**src/rtl/wordmul_unit.sv**
```systemverilog
module wordmul_unit #(
  parameter int W = 32
) (
  input  logic           clk,
  input  logic           rst_n,
  input  logic           stall,
  input  logic           flush,
  input  logic           in_valid,
  input  logic [W-1:0]   op_a,
  input  logic [W-1:0]   op_b,
  input  logic           is_signed,
  input  logic           high_sel,
  input  logic           ovf_en,
  input  logic           rec_en,
  input  logic           so_in,
  output logic           out_valid,
  output logic [2*W-1:0] result,
  output logic           ov_out,
  output logic           ov32_out,
  output logic           so_out,
  output logic           xer_we,
  output logic [3:0]     cr_field,
  output logic           cr_we
);
  localparam int PW = 2 * W;

  logic signed [PW-1:0] wide_a, wide_b;
  logic        [PW-1:0] prod_c;

  assign wide_a = {{(W-1){op_a[W-1] & is_signed}}, op_a[W-1] & is_signed, op_a};
  assign wide_b = {{(W-1){op_b[W-1] & is_signed}}, op_b[W-1] & is_signed, op_b};
  assign prod_c = wide_a * wide_b;

  logic          r_valid, r_high, r_oe, r_rc, r_so;
  logic [PW-1:0] r_prod;

  always_ff @(posedge clk) begin
    if (!rst_n) begin
      r_valid <= 1'b0;
      r_prod  <= '0;
      r_high  <= 1'b0;
      r_oe    <= 1'b0;
      r_rc    <= 1'b0;
      r_so    <= 1'b0;
    end else if (stall) begin
      r_valid <= r_valid & ~flush;
    end else begin
      r_valid <= in_valid;
      r_prod  <= prod_c;
      r_high  <= high_sel;
      r_oe    <= ovf_en;
      r_rc    <= rec_en;
      r_so    <= so_in;
    end
  end

  logic [W-1:0] hi_word;
  logic         ovf, live, so_new, is_zero, is_neg;

  assign hi_word   = r_prod[PW-1:W];
  assign result    = r_high ? {hi_word, hi_word} : r_prod;
  assign ovf       = (|r_prod[PW-1:W-1]) & ~(&r_prod[PW-1:W-1]);
  assign live      = r_valid & ~flush;
  assign so_new    = r_so | (r_oe & ovf);

  assign out_valid = live;
  assign ov_out    = r_oe & ovf;
  assign ov32_out  = r_oe & ovf;
  assign so_out    = so_new;
  assign xer_we    = live & r_oe;

  assign is_zero   = ~|result;
  assign is_neg    = result[PW-1];
  assign cr_field  = {is_neg, ~(is_neg | is_zero), is_zero, so_new};
  assign cr_we     = live & r_rc;

  assert_latency_R2: assert property (@(posedge clk) disable iff (!rst_n)
    !stall |=> (r_valid == $past(in_valid)));

  assert_stall_hold_R3: assert property (@(posedge clk) disable iff (!rst_n)
    (stall && !flush) |=> ($stable(r_prod) && $stable(r_valid)));

  assert_high_dup_R5: assert property (@(posedge clk) disable iff (!rst_n)
    (out_valid && r_high) |-> (result[PW-1:W] == result[W-1:0]));

  assert_so_sticky_R7: assert property (@(posedge clk) disable iff (!rst_n)
    (xer_we && ov_out) |-> so_out);

  assert_so_pass_R7: assert property (@(posedge clk) disable iff (!rst_n)
    !r_oe |-> (so_out == r_so && !xer_we));

  assert_cr_onehot_R8: assert property (@(posedge clk) disable iff (!rst_n)
    cr_we |-> ($countones(cr_field[3:1]) == 1 && cr_field[0] == so_out));

  assert_flush_kill_R9: assert property (@(posedge clk) disable iff (!rst_n)
    flush |-> (!out_valid && !xer_we && !cr_we));
endmodule

```
**config.mk**
```make
export PLATFORM = sky130hd
export DESIGN_NAME = wordmul_unit
export DESIGN_NICKNAME = d
export VERILOG_FILES = /design/src/rtl/wordmul_unit.sv
export SDC_FILE = /design/constraint.sdc
export NUM_CORES = 2
export LEC_CHECK = 0
export BUFFER_PORTS_ARGS = -buffer_cell sky130_fd_sc_hd__buf_2
export CORE_ASPECT_RATIO = 1.75
export CORE_MARGIN = 8
export CORE_UTILIZATION = 40
export DETAILED_ROUTE_END_ITERATION = 16
export HOLD_SLACK_MARGIN = 0.03
export PLACE_DENSITY = 0.68
export SYNTH_ARGS = -nofsm -noshare
export SYNTH_HDL_FRONTEND = slang
export SYNTH_SLANG_ARGS = --single-unit
```
**constraint.sdc**
```tcl
create_clock -name clk -period 10.9 [get_ports clk]
set_clock_uncertainty 0.15 [all_clocks]
set_input_delay 0.545 -clock clk [delete_from_list [all_inputs] [get_ports clk]]
set_output_delay 0.545 -clock clk [all_outputs]
set_load 0.01 [all_outputs]
```
* Word-level counts from Yosys, hierarchy flattened *
Cells that the tools add are included.

storage, ports and cells
  register bits = 69
  output and inout port bits = 74
  word-level logic and storage cells = 25
  input port bits = 74

cells by class
  bitwise gates (word level) = 12
  multipliers = 1
  reduce and logical (&&, ||, !) cells = 4
  mux-type cells = 2

operators with widths
  kind                          number
  multiplier 33 x 33 -> 64 bit  1
  OR reduction 64 bit           1
  AND reduction 33 bit          1
  OR reduction 33 bit           1
  two-way mux 32 bit            1
  bitwise AND 1 bit             7
  NOT 1 bit                     3
  OR 1 bit                      2
  zero test 1 bit               1
  two-way mux 1 bit             1

* Longest topological paths before layout *
  depth after elaboration = 5
  mapped depth = 31
  depth with buffers taken out = 29

* Worst setup path after synthesis *
No wires, ideal clock.

  path type = input to register
  start point = input port is_signed
  end point = register r_prod[63]
  path buffers = 2
  data arrival time = 8.329 ns
  data required time = 10.626 ns
  setup slack = 2.297 ns
  cell stages on the path = 27
  library setup time = 0.124 ns
  path through = clkbuf_1 clkbuf_1 and3_1 fa_1 fa_1 fa_1 inv_1 fa_1 inv_1 fa_1 fa_1 inv_1 fa_1 fa_1 inv_1 ha_1 and3_1 and2_1 a221oi_1 o31ai_1 o31ai_1 o41ai_2 nor2b_1 a311oi_2 a21oi_2 xnor2_1 o21ai_1

on the way
  cells in the longest elaborated chain, start to end = 2
  elaborated cells between the ends (all ways) = 3
  classes of those cells = mul (1); bitwise (2)

ends and longest elaborated chain
  item                                         RTL line  source
  from (decl)                                  11        input logic is_signed,
  bitwise AND 1 bit, on equally long branches  30, 31
  multiplier 33 x 33 -> 64 bit (*)             32        assign prod_c = wide_a * wide_b;
  to (signal assigned)                         49        r_prod <= prod_c;
  to (decl)                                    35        logic [PW-1:0] r_prod;

Mark *: on every way between the ends. The rest lies on a longest branch, timed or not.
A chain may end at the register's enable or synchronous reset.

* Worst setup path after layout *
  start point = input port op_a[31]
  end point = register r_prod[63]

on the way
  cells in the longest elaborated chain, start to end = 2

ends and longest elaborated chain
  item                              RTL line  source
  from (decl)                       9         input logic [W-1:0] op_a,
  bitwise AND 1 bit                 30        assign wide_a = {{(W-1){op_a[W-1] & is_signed}}, op_a[W-1] & is_signed, op_a};
  multiplier 33 x 33 -> 64 bit (*)  32

Marked as above.

==> out/metrics.csv <==
stage,metric,value,unit
outcome,status,"finished, final reports clean",
detailed_routing,DRT Pass-1 Iters,6,
floorplan,Chip Height,440.5,um
detailed_routing,via count,30400,
detailed_routing,Post-DRT Antenna Nets,0,
yosys,post-synth top area share,54.67,%
clocking,H-tree depth,3,
sta,Final setup viols,0,
yosys,Post-Syn Area,41190,um^2
finish,fin nets,5856,
clocking,cts hold-fix bufs,0,
yosys,top_reg_cell synth,dfxtp_1,
worst_setup_path,Worst Path Max Fanout,29,
clocking,insertion delay to the later sink of the worst-skew pair,0.33,ns
clocking,Root Driver,clkbuf_16,
finish,Layout area overhead,4.088,%
clocking,"Reg clk slew, reported paths",0.06,ns
detailed_routing,Avg WL per Cell,20.45,um
place,Final GP Congestion,0.9142,
detailed_routing,vias per cell,5.240,
worst_setup_path,Crit path largest cell delay,1.11,ns
place,placed wire-length estimate,99750,um
worst_setup_path,Critical Path Start Type,input pin,
sta,Setup Total Neg Slack,0,ns
global_route,number of global-route vias before repair,34330,
global_route,Tot GR Track Use,21.17,%
sta,fin crit share,89.76,%
detailed_routing,first-iteration detailed-routing DRC count,1372,
clocking,Post-CTS Setup Bufs,0,
finish,Seq. cell area,1381,um^2
min_path,hold path cells,3,
worst_setup_path,CP most frequent cell,fa_1,
worst_setup_path,Worst path slowest cell,fa_1,
sta,Worst slew margin,29.83,%
worst_setup_path,Worst Path Required,10.96,ns
floorplan,Initial Utilization,40.12,%
sta,RSZ-0062 raised after global routing,no,
min_path,Worst Hold Class,in -> reg,
worst_setup_path,WP buf/inv,6,
sta,worst slew pin tran,1.049,ns
clocking,Num CTS Buffers,9,
yosys,top post-synthesis cells by count,"fa_1, inv_1, nand2_1",
floorplan,width of the die,258.6,um
floorplan,total die area,113900,um^2
yosys,Syn Nets,5956,
place,Buffers on Ports,147,
clocking,CTS tree,done,
yosys,ys async rst share,0,%
floorplan,Rows,156,
floorplan,I/O pins,148,
run,Max-cap violations,0,
global_route,GRT Residual Overflow,0,
detailed_routing,routed wire length,118600,um
global_route,wire length of the first global-routing pass,187300,um
worst_setup_path,Crit. End Element,flop,
floorplan,core area,102700,um^2
worst_setup_path,Reg2Reg Depth,3,
worst_setup_path,family with the most delay on the worst path,adder cells,
yosys,Syn. warnings,0,
worst_setup_path,critical path depth,28,
yosys,Cells after Synth,4545,
clocking,# clock sinks,69,
yosys,cell taking the most area after synthesis,fa_1,
sta,minimum clock period after layout,9.784,ns
finish,layout cell share with drive strength beyond 1,5.372,%
global_route,largest net degree at the start of global routing,85,
yosys,Post-synth EDFFs,0,
yosys,"Distinct cells, synth",65,
yosys,synth top area cells,"fa_1, inv_1, nand2_1",
sta,Max Fclk,0.1022,GHz
sta,final hold vios,0,
yosys,most numerous cell in the Yosys netlist,fa_1,
finish,footprint of the multi-input gates,34500,um^2
worst_setup_path,Setup CP Type,in -> reg,
worst_setup_path,Crit path arrival time,9.85,ns
yosys,"Seq/Total Area, Yosys",3.353,%
finish,Filler Cell Count,10200,
global_route,initial antenna violation count,13,
yosys,Avg Synthesized Cell Area,9.063,um^2
clocking,Max clock buf depth,2,
yosys,synthesized flop and latch total,69,
sta,Final Max Tran Viols,0,
clocking,post_cts resized,0,
detailed_routing,DRC,0,
[final timing paths]
path,from,slack [ns],to
worst max register to register,r_high$_SDFFE_PN0N_,9.79,r_high$_SDFFE_PN0N_
worst min-delay path,in_valid,0.32,r_valid$_SDFF_PN0_
worst min register to register,r_so$_SDFFE_PN0N_,0.37,r_so$_SDFFE_PN0N_
worst max-delay path,op_a[31],1.12,r_prod[63]$_SDFFE_PN0N_
[cells by family (layout without fill, tap and decap cells)]
kind of cell / after synthesis / after routing / share of synthesized area (%)
compound gates: 264 / 264 / 4.164
other cells: 0 / 9 / 0
flops: 69 / 69 / 3.353
fa+ha+maj: 1337 / 1337 / 61.11
mux: 44 / 44 / 1.166
simple gates: 1383 / 1383 / 15.81
buf+inv: 1378 / 1282 / 12.90
xor+xnor: 70 / 70 / 1.488
[stage by stage]
| step | hold slack, ns | area (um^2) | setup slack (ns) | util, % | instances |
|---|---|---|---|---|---|
| 6_report | 0.3180 | 42880 | 1.116 | 41.76 | 5801 |
| 5_1_grt | 0.3255 | 42860 | 0.6213 | 41.75 | 5796 |
| 4_1_cts | 0.3065 | 42850 | 1.204 | 41.74 | 5792 |
| 3_5_place_dp | 0.3565 | 42570 | 0.8637 | 41.47 | 5777 |
| 3_3_place_gp | 0.3389 | 42570 | 1.144 | 41.47 | 5777 |
| 2_1_floorplan | 0.3265 | 41190 | 2.297 | - | 4545 |
[cell usage in the layout, fill, tap and decap left out, types with 22 or more instances in the layout]
cell type  synthesis  routed
xnor2_1           46      46
nand2_1          772     772
and3_1            23      23
nand3_1           26      26
buf_2              6     146
dfxtp_1           69      69
a21o_1            23      23
a21oi_1           67      67
nor2_1            73      73
mux2_2            32      32
inv_1           1100    1100
fa_1            1125    1125
ha_1             212     212
xor2_1            24      24
o21ai_0           74      74
and2_1           401     401
nor2b_1           22      22
[tightest hold or removal path: stages]
cell	delay (ns)
buf_2	0.07
mux2i_1	0.05
nor2b_1	0.09
[routing by layer]
layer | share of wire, % | global-route usage [%] | up-vias
met4 | 9.9 | 17.25 | 6
met2 | 56 | 40.46 | 1057
met1 | 30 | 20.24 | 15970
li1 | - | - | 12860
met3 | 4.2 | 2.018 | 503
met5 | 0.034 | 0 | -
[flip-flops by register name, indices dropped and copies added (netlist names)]
register  count
r_high        1
r_valid       1
r_prod       64
r_so          1
r_rc          1
r_oe          1
[area by class of cell]
cell class,count,share of cell area (%)
multi-input combinational,3098,80.45
sequential,69,3.222
antenna,9,0.05253
clock inverter,4,0.1167
clock buffer,11,0.5428
tap,1343,3.919
timing repair buffer,166,2.054
inverter,1101,9.638
Power is not shown: default switching activity piles up to over one toggle a cycle in this logic, so the estimate is an artifact.
